File: src/rtl/kdb_pkg.sv
package kdb_pkg;
  typedef enum logic {
    TRIG_EDGE  = 1'b0,
    TRIG_LEVEL = 1'b1
  } line_trig_e;
endpackage

File: src/rtl/kdb_tick.sv
module kdb_tick #(
  parameter int DIV_W = 16
) (
  input  logic             clk,
  input  logic             rst_n,
  input  logic [DIV_W-1:0] div,
  output logic             tick
);
  logic [DIV_W-1:0] cnt_q, cnt_d;
  logic [DIV_W:0]   inc;

  always_comb begin
    inc   = {1'b0, cnt_q} + (DIV_W+1)'(1);
    tick  = (inc >= {1'b0, div});
    cnt_d = tick ? '0 : inc[DIV_W-1:0];
  end

  always_ff @(posedge clk or negedge rst_n) begin
    if (!rst_n) cnt_q <= '0;
    else        cnt_q <= cnt_d;
  end
endmodule

File: src/rtl/kdb_debounce.sv
module kdb_debounce #(
  parameter int DB_W = 6
) (
  input  logic            clk,
  input  logic            rst_n,
  input  logic            pin,
  input  logic            invert,
  input  logic            tick,
  input  logic [DB_W-1:0] limit,
  output logic            state_q,
  output logic            state_d
);
  logic            sync1_q, sync2_q;
  logic            pressed;
  logic [DB_W-1:0] cnt_q, cnt_d;

  always_comb begin
    pressed = sync2_q ^ invert;
    state_d = state_q;
    cnt_d   = cnt_q;
    if (limit == '0) begin
      state_d = pressed;
      cnt_d   = '0;
    end else if (pressed == state_q) begin
      cnt_d = '0;
    end else if (tick) begin
      if (({1'b0, cnt_q} + (DB_W+1)'(1)) >= {1'b0, limit}) begin
        state_d = pressed;
        cnt_d   = '0;
      end else begin
        cnt_d = cnt_q + 1'b1;
      end
    end
  end

  always_ff @(posedge clk or negedge rst_n) begin
    if (!rst_n) begin
      sync1_q <= 1'b0;
      sync2_q <= 1'b0;
      state_q <= 1'b0;
      cnt_q   <= '0;
    end else begin
      sync1_q <= pin;
      sync2_q <= sync1_q;
      state_q <= state_d;
      cnt_q   <= cnt_d;
    end
  end
endmodule

File: src/rtl/kdb_line.sv
module kdb_line
  import kdb_pkg::*;
#(
  parameter int N_IN  = 32,
  parameter int SEL_W = 5
) (
  input  logic             clk,
  input  logic             rst_n,
  input  logic             enable,
  input  line_trig_e       mode,
  input  logic             clr,
  input  logic [SEL_W-1:0] sel,
  input  logic [N_IN-1:0]  db_q,
  input  logic [N_IN-1:0]  db_d,
  output logic             irq
);
  logic hit, irq_d;

  always_comb begin
    if (mode == TRIG_LEVEL) hit = db_d[sel];
    else                    hit = db_d[sel] ^ db_q[sel];
    irq_d = (irq & ~clr) | (enable & hit);
  end

  always_ff @(posedge clk or negedge rst_n) begin
    if (!rst_n) irq <= 1'b0;
    else        irq <= irq_d;
  end
endmodule

File: src/rtl/keyscan_irq_ctrl.sv
module keyscan_irq_ctrl
  import kdb_pkg::*;
#(
  parameter int              N_IN      = 32,
  parameter int              N_LINES   = 5,
  parameter int              DB_W      = 6,
  parameter int              DIV_W     = 16,
  parameter int              SEL_W     = $clog2(N_IN),
  parameter logic [N_IN-1:0] EXCL_MASK = N_IN'(32'h0000_000C)
) (
  input  logic                     clk,
  input  logic                     rst_n,
  input  logic [N_IN-1:0]          gpio_in,
  input  logic [DIV_W-1:0]         cfg_tick_div,
  input  logic [DB_W-1:0]          cfg_debounce_ms,
  input  logic [N_IN-1:0]          cfg_active_low,
  input  logic [N_IN-1:0]          cfg_key_en,
  input  logic                     cfg_on_press,
  input  logic                     cfg_on_release,
  input  logic [N_LINES*SEL_W-1:0] cfg_line_sel,
  input  logic [N_LINES-1:0]       cfg_line_en,
  input  logic [N_LINES-1:0]       cfg_line_level,
  input  logic                     clr_key,
  input  logic [N_LINES-1:0]       clr_line,
  output logic                     key_irq,
  output logic [N_LINES-1:0]       line_irq,
  output logic [N_IN-1:0]          key_state
);
  logic            tick;
  logic [N_IN-1:0] db_q, db_d;
  logic [N_IN-1:0] rise, fall;
  logic            key_set, key_d;

  kdb_tick #(.DIV_W(DIV_W)) u_tick (
    .clk  (clk),
    .rst_n(rst_n),
    .div  (cfg_tick_div),
    .tick (tick)
  );

  for (genvar g = 0; g < N_IN; g++) begin : g_in
    if (EXCL_MASK[g]) begin : g_excl
      logic unused_pin;
      assign unused_pin = gpio_in[g] ^ cfg_active_low[g];
      assign db_q[g] = 1'b0;
      assign db_d[g] = 1'b0;
    end else begin : g_deb
      kdb_debounce #(.DB_W(DB_W)) u_deb (
        .clk    (clk),
        .rst_n  (rst_n),
        .pin    (gpio_in[g]),
        .invert (cfg_active_low[g]),
        .tick   (tick),
        .limit  (cfg_debounce_ms),
        .state_q(db_q[g]),
        .state_d(db_d[g])
      );
    end
  end

  always_comb begin
    rise    = db_d & ~db_q & cfg_key_en;
    fall    = ~db_d & db_q & cfg_key_en;
    key_set = (cfg_on_press & (|rise)) | (cfg_on_release & (|fall));
    key_d   = (key_irq & ~clr_key) | key_set;
  end

  always_ff @(posedge clk or negedge rst_n) begin
    if (!rst_n) key_irq <= 1'b0;
    else        key_irq <= key_d;
  end

  assign key_state = db_q;

  for (genvar l = 0; l < N_LINES; l++) begin : g_line
    kdb_line #(.N_IN(N_IN), .SEL_W(SEL_W)) u_line (
      .clk   (clk),
      .rst_n (rst_n),
      .enable(cfg_line_en[l]),
      .mode  (line_trig_e'(cfg_line_level[l])),
      .clr   (clr_line[l]),
      .sel   (cfg_line_sel[l*SEL_W +: SEL_W]),
      .db_q  (db_q),
      .db_d  (db_d),
      .irq   (line_irq[l])
    );
  end
endmodule

File: config.mk
export PLATFORM = sky130hd
export DESIGN_NAME = keyscan_irq_ctrl
export DESIGN_NICKNAME = d
export VERILOG_FILES = /design/src/rtl/kdb_pkg.sv /design/src/rtl/kdb_tick.sv /design/src/rtl/kdb_debounce.sv /design/src/rtl/kdb_line.sv /design/src/rtl/keyscan_irq_ctrl.sv
export SDC_FILE = /design/constraint.sdc
export NUM_CORES = 1
export LEC_CHECK = 0
export ABC_AREA = 1
export BUFFER_PORTS_ARGS = -buffer_cell sky130_fd_sc_hd__buf_2
export CAP_MARGIN = 20
export CORE_ASPECT_RATIO = 0.75
export CORE_MARGIN = 2
export CORE_UTILIZATION = 53
export CTS_BUF_LIST = sky130_fd_sc_hd__clkbuf_4 sky130_fd_sc_hd__clkbuf_8 sky130_fd_sc_hd__clkbuf_16
export CTS_CLUSTER_SIZE = 28
export DETAILED_ROUTE_END_ITERATION = 6
export PLACE_DENSITY_LB_ADDON = 0.15
export SLEW_MARGIN = 25
export SYNTH_ARGS = -nofsm -noshare
export SYNTH_HDL_FRONTEND = slang
export SYNTH_SLANG_ARGS = --single-unit
File: constraint.sdc
create_clock -name clk -period 4.7 [get_ports clk]
set_input_delay 0 -clock clk [delete_from_list [all_inputs] [get_ports clk]]
set_output_delay 0 -clock clk [all_outputs]
set_load 0.1 [all_outputs]
Word level (Yosys, flattened, before mapping)

Cells that the tools add are included.

Reductions and logical operators: 33
Bitwise operators: 67
Divide/modulo/power cells: 0
Add/sub/neg operators: 61
Multipliers: 0
Shift operators: 0
Muxes and demuxes: 266
$lt $le $gt $ge: 36
Equality and inequality tests: 30

Operator list:

| operator                                                             | number |
|---|---|
| 6-bit two-way mux                                                    | 120 |
| 6-bit by 1-bit adder with 7-bit output, second input constant        | 30 |
| 7-bit by 6-bit greater-or-equal comparator with 1-bit output         | 30 |
| 6-bit by 1-bit adder with 6-bit output, second input constant        | 30 |
| 1-bit two-way mux                                                    | 135 |
| 32-bit bitwise AND                                                   | 4 |
| 3-bit nonzero test                                                   | 30 |
| 32-bit NOT                                                           | 2 |
| 32-bit OR reduction                                                  | 2 |
| 1-bit binary-select mux with 5-bit select                            | 10 |
| 1-bit bitwise XOR                                                    | 35 |
| 1-bit == test                                                        | 30 |
| 5-bit by 6-bit < comparator with 1-bit output, second input constant | 5 |
| 16-bit by 1-bit adder with 17-bit output, second input constant      | 1 |
| 17-bit by 16-bit greater-or-equal comparator with 1-bit output       | 1 |
| 16-bit two-way mux                                                   | 1 |
| 1-bit bitwise AND                                                    | 13 |
| 1-bit bitwise OR                                                     | 7 |
| 6-bit logical NOT                                                    | 1 |
| 1-bit NOT                                                            | 6 |

Memory bits (read-only): 0
Flip-flop bits (word level): 292
Input port bits: 163
Memories kept: 0
Word-level logic and storage cells: 620
Latch bits: 0
Bits in writable memories: 0
Output and inout port bits: 38

Longest topological paths before layout

Gate-level depths: netlist of run 1.

Depth in word-level cells: 13
Gate-level depth with buffers: 32
Gate-level depth less buffers: 31

Modules after synthesis

A second synthesis of run 1 with hierarchy kept.

Cell total of the unflattened synthesis: 3723
Area total of the unflattened synthesis: 25817.3 um2

Modules (own cells, without submodules):

| module                                  | cells each | area an instance (um2) | times used | seq. area each (um2) |
|---|---|---|---|---|
| kdb_debounce (g_in[16].g_deb.u_deb ...) | 87         | 650.6                  | 21         | 225.2 |
| kdb_debounce (g_in[0].g_deb.u_deb ...)  | 81         | 676.9                  | 9          | 225.2 |
| kdb_line                                | 162        | 770.7                  | 5          | 25.0 |
| kdb_tick                                | 187        | 1433.9                 | 1          | 400.4 |
| keyscan_irq_ctrl                        | 170        | 774.5                  | 1          | 25.0 |

Worst setup path after synthesis of run 1

OpenSTA, ideal clock, no wires.

Path type: register -> register
From: register u_tick.cnt_q[0]
To: register g_line[1].u_line.irq
Period minus slack after synthesis: 3.399 ns
Path buffers: 1
Slack: 1.301 ns
Library setup time: 0.117 ns
Arrival: 3.281 ns
Stages on the path, launching flop included: 30
Cells stage by stage: dfrtp_1 > nand3_1 > nor2_1 > inv_1 > nor3_1 > inv_1 > nor3_1 > inv_1 > nor3_1 > xnor2_1 > inv_1 > ha_1 > nand2_1 > nor2_1 > inv_1 > nor2_1 > nand3_2 > nand3_4 > buf_2 > nand3_1 > nand2_2 > nand2_1 > nand3_1 > nand3_1 > nand3_1 > nand3_1 > nand2_1 > nand2_1 > nand3_1 > nand2_1

Longest elaborated chain between the ends: 11
Elaborated cells on any way between the ends: 98
Those cells by class: add/sub: 1; order compare: 1; mux: 93; bitwise: 3

RTL lines:

| what                                                             | RTL line                       | source |
|---|---|---|
| from (decl)                                                      | kdb_tick.sv:9                  | `logic [DIV_W-1:0] cnt_q, cnt_d;` |
| from (signal assigned)                                           | kdb_tick.sv:20                 | `else cnt_q <= cnt_d;` |
| 16-bit by 1-bit adder with 17-bit output *                       | kdb_tick.sv:13                 | `inc = {1'b0, cnt_q} + (DIV_W+1)'(1);` |
| 17-bit by 16-bit greater-or-equal comparator with 1-bit output * | kdb_tick.sv:14                 | `tick = (inc >= {1'b0, div});` |
| 1-bit two-way mux                                                | kdb_debounce.sv:26             | `end else if (tick) begin` |
| 1-bit two-way mux                                                | kdb_debounce.sv:24             | `end else if (pressed == state_q) begin` |
| 1-bit two-way mux                                                | kdb_debounce.sv:21             | `if (limit == '0) begin` |
| 1-bit binary-select mux with 5-bit select *                      | kdb_line.sv:20, kdb_line.sv:21 |  |
| 1-bit two-way mux (not written as such) *                        | kdb_line.sv:20, kdb_line.sv:21 |  |
| 1-bit bitwise XOR                                                | kdb_line.sv:21                 | `else hit = db_d[sel] ^ db_q[sel];` |
| 1-bit two-way mux *                                              | kdb_line.sv:20                 | `if (mode == TRIG_LEVEL) hit = db_d[sel];` |
| 1-bit bitwise AND *                                              | kdb_line.sv:22                 | `irq_d = (irq & ~clr) \| (enable & hit);` |
| 1-bit bitwise OR *                                               | kdb_line.sv:22                 |  |
| via g_line[1].u_line.irq_d                                       | kdb_line.sv:17                 | `logic hit, irq_d;` |
| to (signal assigned)                                             | kdb_line.sv:27                 | `else irq <= irq_d;` |
| to (decl)                                                        | kdb_line.sv:15                 | `output logic irq` |

The timed path passes the listed nets; every way through them passes the cells marked *. The select of a mux whose other input is x is not followed.
A chain may end at the register's enable or synchronous reset.

Worst setup path after layout of run 1

From: register u_tick.cnt_q[0]
To: register key_irq

Longest elaborated chain between the ends: 12
Elaborated cells on any way between the ends: 103
Those cells by class: add/sub: 1; order compare: 1; mux: 90; bitwise: 9; reduce/logical: 2

RTL lines:

| what                                                             | RTL line               | source |
|---|---|---|
| 16-bit by 1-bit adder with 17-bit output *                       | kdb_tick.sv:13         |  |
| 17-bit by 16-bit greater-or-equal comparator with 1-bit output * | kdb_tick.sv:14         |  |
| 1-bit two-way mux *                                              | kdb_debounce.sv:26     |  |
| 1-bit two-way mux *                                              | kdb_debounce.sv:24     |  |
| 1-bit two-way mux *                                              | kdb_debounce.sv:21     |  |
| via g_in[30].g_deb.u_deb.state_d                                 | kdb_debounce.sv:11     | `output logic state_d` |
| 32-bit NOT                                                       | keyscan_irq_ctrl.sv:63 | `fall = ~db_d & db_q & cfg_key_en;` |
| 32-bit bitwise AND (2 in a row)                                  | keyscan_irq_ctrl.sv:63 |  |
| 32-bit OR reduction                                              | keyscan_irq_ctrl.sv:64 | `key_set = (cfg_on_press & (\|rise)) \| (cfg_on_release & (\|fall));` |
| 1-bit bitwise AND                                                | keyscan_irq_ctrl.sv:64 |  |
| 1-bit bitwise OR *                                               | keyscan_irq_ctrl.sv:64 |  |
| 1-bit bitwise OR *                                               | keyscan_irq_ctrl.sv:65 | `key_d = (key_irq & ~clr_key) \| key_set;` |
| via key_d                                                        | keyscan_irq_ctrl.sv:32 | `logic key_set, key_d;` |
| to (signal assigned)                                             | keyscan_irq_ctrl.sv:70 | `else key_irq <= key_d;` |
| to (decl)                                                        | keyscan_irq_ctrl.sv:25 | `output logic key_irq,` |

The timed path passes the listed nets; every way through them passes the cells marked *.

==> qor.yml, run 1 <==
status: "complete, but fails checks"
violations: "hold timing"
rr_worst_depth: 29
synth_most_common_cell: "nand2_1"
critPathRequiredTime_ns: 5.13
synth_edf_count: 0
synthFlopType: "dfrtp_1"
final_nets: 3817
startpoint_type: "flop"
cp_num_buf_inv: 6
postPlaceCellArea_um2: 24590
netlist_area_um2: 23230
cap_viol_max_count: 0
setup_tns_ns: 0
cts_buffers: 35
finClkSkew_ns: 0.01652
holdPathStages: 5
clk_latency_ns: 0.57
synthCells: 3187
hold_viol: 1
grt_max_degree: 112
ys_seq_area_share_pct: 31.46
cpMaxStageDelayCell: "dfrtp_1"
antenna_found_initial: 3
drive_gt1_share_pct: 12.52
critPathArrivalTime_ns: 4.71
hp-class: "in -> reg"
synth_top_cells_by_count: "611 x nand2_1, 482 x inv_1, 398 x nand3_1, 292 x dfrtp_1, 227 x ha_1"
drtPass1Iterations: 6
gr-total-overflow: 0
reg2reg_slack_ns: 0.43
setup_viol: 0
drt_iter0_markers: 2727
fin_area_um2: 27030
path_depth: 29
core_region_area_um2: 43270
avgViaCountPerCell: 5.870
clk_pin_slew_ns: 0.06
clock_sinks: 292
wirelength_mm: 81.81
fin_crit_sh_pct: 90.95
grt_pass1_vias: 22510
syn_area_per_cell_um2: 7.289
synthTopCellsByArea: "dfrtp_1 31%, ha_1 12%, nand2_1 9.9%, nand3_1 8.6%, inv_1 7.8%"
gp_routability_congestion: 1.044
maxSlewViolCount: 0
drc: 0
synth_top_area_share_pct: 31.46
cpLargestDelayFamily: "simple AND/OR/NAND/NOR gates"
port_buffers: 192
slew_headroom_pct: 31.60
p_leak_nw: 14.38
root_buffer: "clkbuf_16"
initial_core_util_pct: 53.68
ir_drop_uv: 283.6
num_vias: 23660
holdWs_ns: -0.0007773
synth-seq-cells: 292
ant_nets: 0
ys_types: 41
die_area_um2: 45530
tightest_slew_ns: 1.025
async_flop_share_pct: 100.0
synth_warnings: 0
critPathKind: "reg -> reg"
end_kind: "flop"
area_growth_pct: 16.38
hpwl_mm: 58.63
slowest_delay_ns: 0.42
grtUsageTotal_pct: 35.15
max_freq_ghz: 0.2339
htreeDepth: 2
min_period_ns: 4.275
power_density_nw_per_um2: 272.3
tritoncts: "built"
ios: 201
clock_path_buffers: 3
fp-row-count: 66
drt-wirelength-per-cell_um: 20.30
grt_pass1_wl_mm: 124.0
die_h_um: 185.3
synth_largest_area_cell: "dfrtp_1"
cp_max_fo: 7
die_w_um: 245.7
rsz0062_at_grt: "false"
[final timing paths]
path | to | from
worst max-delay path | key_irq | u_tick.cnt_q[0]
worst min-delay path | g_in[22].g_deb.u_deb.state_q | cfg_active_low[22]
worst max register to register | key_irq | u_tick.cnt_q[0]
worst min register to register | g_in[6].g_deb.u_deb.sync2_q | g_in[6].g_deb.u_deb.sync1_q
max in group asynchronous | g_in[22].g_deb.u_deb.sync1_q | rst_n
min in group asynchronous | g_in[27].g_deb.u_deb.cnt_q[2] | rst_n
[cell type report]
type / count / area, um^2
Clock inverter: 15 / 198.9
Fill cell: 3847 / 16240
Tap cell: 578 / 723.2
Sequential cell: 292 / 7307
Antenna cell: 2 / 5.005
Multi-Input combinational cell: 2285 / 13710
Inverter: 494 / 1854
Clock buffer: 45 / 987.2
Timing Repair Buffer: 319 / 2246
[what timing repair did]
| item | in CTS | in global routing |
|---|---|---|
| hold buffers | 69 | 0 |
| resized for setup | 0 | 67 |
| endpoints found under the hold margin | 132 | 0 |
| endpoints found under the setup margin | 0 | 3 |
| buffers inserted | 0 | 23 |
[cell families (layout without fill, tap and decap cells)]
family	count (synthesis)	after routing	synth area share, %
compound gates	482	482	12.41
xor+xnor	156	156	5.882
fa+ha+maj	227	227	12.23
buf+inv	611	873	10.75
flops	292	292	31.46
other cells	1	4	0.01614
simple gates	1418	1418	27.27
[state kept, by name (all words and copies together) (netlist names)]
name / count
g_in.g_deb.u_deb.cnt_q: 180
g_in.g_deb.u_deb.state_q: 30
g_in.g_deb.u_deb.sync1_q: 30
g_in.g_deb.u_deb.sync2_q: 30
u_tick.cnt_q: 16
g_line.u_line.irq: 5
key_irq: 1
[cell usage in the layout (no fill, tap or decap), types with 5 or more instances in the layout]
cell type,synthesis,layout
nand2_1,611,601
inv_1,482,481
nand3_1,398,376
dfrtp_1,292,292
ha_1,227,225
nor2_1,221,213
buf_2,15,191
o21ai_0,160,160
a21oi_1,141,140
xor2_1,137,137
nand4_1,86,86
dlygate4sd3_1,0,68
o22ai_1,60,60
buf_4,41,45
clkbuf_16,0,40
a32o_1,34,34
nand3_2,13,32
nand2_2,32,29
nor3_1,30,28
o211ai_1,26,26
xnor2_1,19,19
or2_2,15,15
o311ai_0,14,14
inv_2,12,13
nand2_4,0,13
o21ai_1,11,11
o221ai_1,9,9
nand3b_1,8,8
nor2_2,0,6
a21o_1,6,6
clkbuf_4,0,6
clkinv_2,0,6
buf_6,4,5
buf_12,0,5
[worst register-to-register path, delay by kind of cell (launching register included)]
| kind | cells | cell delay [ns] |
|---|---|---|
| DFF | 1 | 0.42 |
| buffers and inverters | 6 | 0.63 |
| and+or+nand+nor | 19 | 2.35 |
| xor gates and xnor gates | 1 | 0.18 |
| adders and majority gates | 2 | 0.44 |
| AOI/OAI and AO/OA | 1 | 0.13 |
[report_power, final]
part | internal [W] | switching, W | leakage (nW)
logic | 0.000486 | 0.00125 | 9.97
registers | 0.00260 | 0.000134 | 3.82
clock network | 0.00171 | 0.00118 | 0.589
total | 0.00480 | 0.00256 | 14.4
[stage by stage]
step	std cells	setup slack, ns	utilization, %	power [W]
4_1_cts	4002	0.03028	61.16	0.007297
3_3_place_gp	3873	0.5702	56.83	0.004343
6_report	4030	0.4254	62.47	0.007362
2_1_floorplan	3188	1.301	-	0.003821
3_5_place_dp	3873	0.4462	56.83	0.004366
5_1_grt	4028	0.1142	62.46	0.007644
[metal layers]
layer  wire [um]  track usage [%]  vias to the layer above
met5          38                0                        -
met4        3130            13.96                        6
met3        8617            9.186                      212
met2       34790            52.72                     1135
met1       35240            48.26                    11200
li1            -                -                    11110
No activity file was read; power rests on OpenSTA's default activity.
==> run 2: changes to the inputs <==
- clock period: 4.7 -> 4.75 ns (I/O delays scaled with it)
==> qor.yml, run 2 (synthesis gave the netlist of run 1 again) <==
antenna_found_initial: 12  # was 3
tritoncts: "built"  # unchanged
setup_viol: 0  # unchanged
die_w_um: 245.7  # unchanged
fillers: 3831  # was 3847
largest-register: "g_in.g_deb.u_deb.cnt_q"  # unchanged
postPlaceCellArea_um2: 24530  # was 24590 um^2
drtPass1Iterations: 7  # was 6
cap_viol_max_count: 0  # unchanged
hp-start: "cfg_active_low[6]"  # was cfg_active_low[22]
finClkSkew_ns: 0.02397  # was 0.01652 ns
status: "complete, but fails checks"  # unchanged
num_vias: 23670  # was 23660
slowest_delay_ns: 0.41  # was 0.42 ns
clk_pin_slew_ns: 0.06  # about the same
use_met1_pct: 45.68  # was 48.26%
critPathArrivalTime_ns: 4.97  # was 4.71 ns
grtUsageTotal_pct: 34.51  # was 35.15%
dp_slack_ns: 0.5165  # was 0.4462 ns
end_kind: "flop"  # unchanged
violations: "DRC, hold timing"  # was hold timing
tightest_slew_ns: 0.9972  # was 1.025 ns
port_buffers: 192  # unchanged
cpMostUsedCell: "nand2_1"
gp_routability_congestion: 1.057  # was 1.044
top_usage_layer: "met2"  # unchanged
fin_crit_sh_pct: 95.73  # was 90.95%
htreeDepth: 2  # unchanged
ant_nets: 0  # unchanged
largest_register_ffs: 180  # unchanged
die_h_um: 185.3  # unchanged
drt_iter0_markers: 2802  # was 2727
hold_viol: 2  # was 1
max_freq_ghz: 0.2199  # was 0.2339 GHz
drive_gt1_share_pct: 12.57  # was 12.52%
wirelength_mm: 80.78  # was 81.81 mm
clock_path_buffers: 3  # unchanged
hp-class: "in -> reg"  # unchanged
p_leak_nw: 14.36  # was 14.38 nW
cp_max_fo: 8  # was 7
root_buffer: "clkbuf_16"  # unchanged
gr-total-overflow: 0  # unchanged
ios: 201  # unchanged
clock_sinks: 292  # unchanged
crit_path_start: "u_tick.cnt_q[0]"  # unchanged
grt_pass1_wl_mm: 122.0  # was 124.0 mm
reg2reg_from: "u_tick.cnt_q[0]"  # unchanged
power_density_nw_per_um2: 271.4  # was 272.3 nW/um^2
cts_buffers: 35  # unchanged
die_area_um2: 45530  # unchanged
drc: 2  # was 0
setup_tns_ns: 0  # unchanged
area_growth_pct: 16.73  # was 16.38%
avgViaCountPerCell: 5.874  # was 5.870
fin_area_um2: 27110  # was 27030 um^2
holdWs_ns: -0.02515  # was -0.0007773 ns
critPathKind: "reg -> reg"  # unchanged
fp-row-count: 66  # unchanged
critPathRequiredTime_ns: 5.18  # was 5.13 ns
startpoint_type: "flop"  # unchanged
grt_max_degree: 142  # was 112
ir_drop_uv: 250.2  # was 283.6 uV
final_cell_mix: "599 x nand2_1, 479 x inv_1, 386 x nand3_1, 292 x dfrtp_1, 224 x ha_1"  # was 601 x nand2_1, 481 x inv_1, 376 x nand3_1, 292 x dfrtp_1, 225 x ha_1
slew_headroom_pct: 33.52  # was 31.60%
drt-wirelength-per-cell_um: 20.05  # was 20.30 um
grt_pass1_vias: 22480  # was 22510
core_region_area_um2: 43270  # unchanged
met3_usage_pct: 11.24  # was 9.186%
final_common_cell: "nand2_1"  # unchanged
hpwl_mm: 58.21  # was 58.63 mm
min_period_ns: 4.547  # was 4.275 ns
cpMaxStageDelayCell: "dfrtp_1"  # unchanged
clk_latency_ns: 0.55  # was 0.57 ns
fin_ws_ns: 0.2027  # was 0.4254 ns
final_nets: 3809  # was 3817
initial_core_util_pct: 53.68  # unchanged
maxSlewViolCount: 0  # unchanged
met2_usage_pct: 52.08  # was 52.72%
==> run 2: cell types whose count changed in the layout (fill, tap and decap cells not counted), sizes merged <==
| cell | change |
|---|---|
| diode | +4 |
| inv | -1 |
| clkbuf | +3 |
| dlygate4sd3 | -5 |
| bufinv | +1 |
| buf | -3 |
==> run 2: per-layer routing <==
| metal | share of wire (%) | vias up |
|---|---|---|
| li1 | - | 11090 |
| met1 | 41 | 11100 |
| met2 | 42 | 1232 |
| met3 | 12 | 239 |
| met4 | 4.3 | 10 |
| met5 | 0.061 | - |
==> run 2: path summary, 6_finish.rpt <==
check | end | slack [ns] | depth (start not counted)
setup reg to reg | g_line[1].u_line.irq | 0.20 | 34
hold reg to reg | g_in[24].g_deb.u_deb.sync2_q | 0.34 | 0
hold / removal | g_in[6].g_deb.u_deb.state_q | -0.03 | 5
max in group asynchronous | g_in[21].g_deb.u_deb.cnt_q[5] | 3.21 | 3
min in group asynchronous | g_in[27].g_deb.u_deb.cnt_q[2] | 0.11 | 2
setup / recovery | g_line[1].u_line.irq | 0.20 | 34
==> run 2: final cells by class <==
cell class / instances / area, um^2 / area share (%)
flip-flops and latches: 292 / 7307 / 26.95
diodes: 6 / 15.01 / 0.05538
multi-input cells: 2285 / 13760 / 50.75
clock buffers: 48 / 1022 / 3.770
repair buffers: 311 / 2208 / 8.145
clock inverters: 15 / 224.0 / 0.8260
well taps: 578 / 723.2 / 2.667
inverters: 494 / 1854 / 6.839
==> run 2: where the power goes <==
group | total, W | switching, W | leakage, nW | internal [W]
Combinational | 0.00173 | 0.00125 | 9.92 | 0.000481
Sequential | 0.00270 | 0.000129 | 3.82 | 0.00257
Clock | 0.00293 | 0.00114 | 0.618 | 0.00179
==> run 2: timing repair <==
item | CTS | global route
endpoints found under the hold margin | 148 | 1
gates resized for setup | 0 | 73
endpoints found under the setup margin | 0 | 2
setup buffers | 0 | 30
hold buffers | 65 | 1
==> run 2: metrics by stage <==
step                      utilization, %  total power, W  instances
after floorplan                        -        0.003781       3188
after global placement             56.68        0.004284       3863
after detailed placement           56.68        0.004310       3863
after CTS                          61.07        0.007291       3991
after global routing               62.64        0.007671       4026
final                              62.66        0.007360       4029
==> run 2: critical path, delay by kind of cell, from the launching register on <==
kind                       cells  cell delay, ns
AOI/OAI and AO/OA              1            0.14
DFF                            1            0.41
and+or+nand+nor               22            2.22
xor gates and xnor gates       1            0.21
buffers and inverters          8            1.02
adders and majority gates      2            0.42
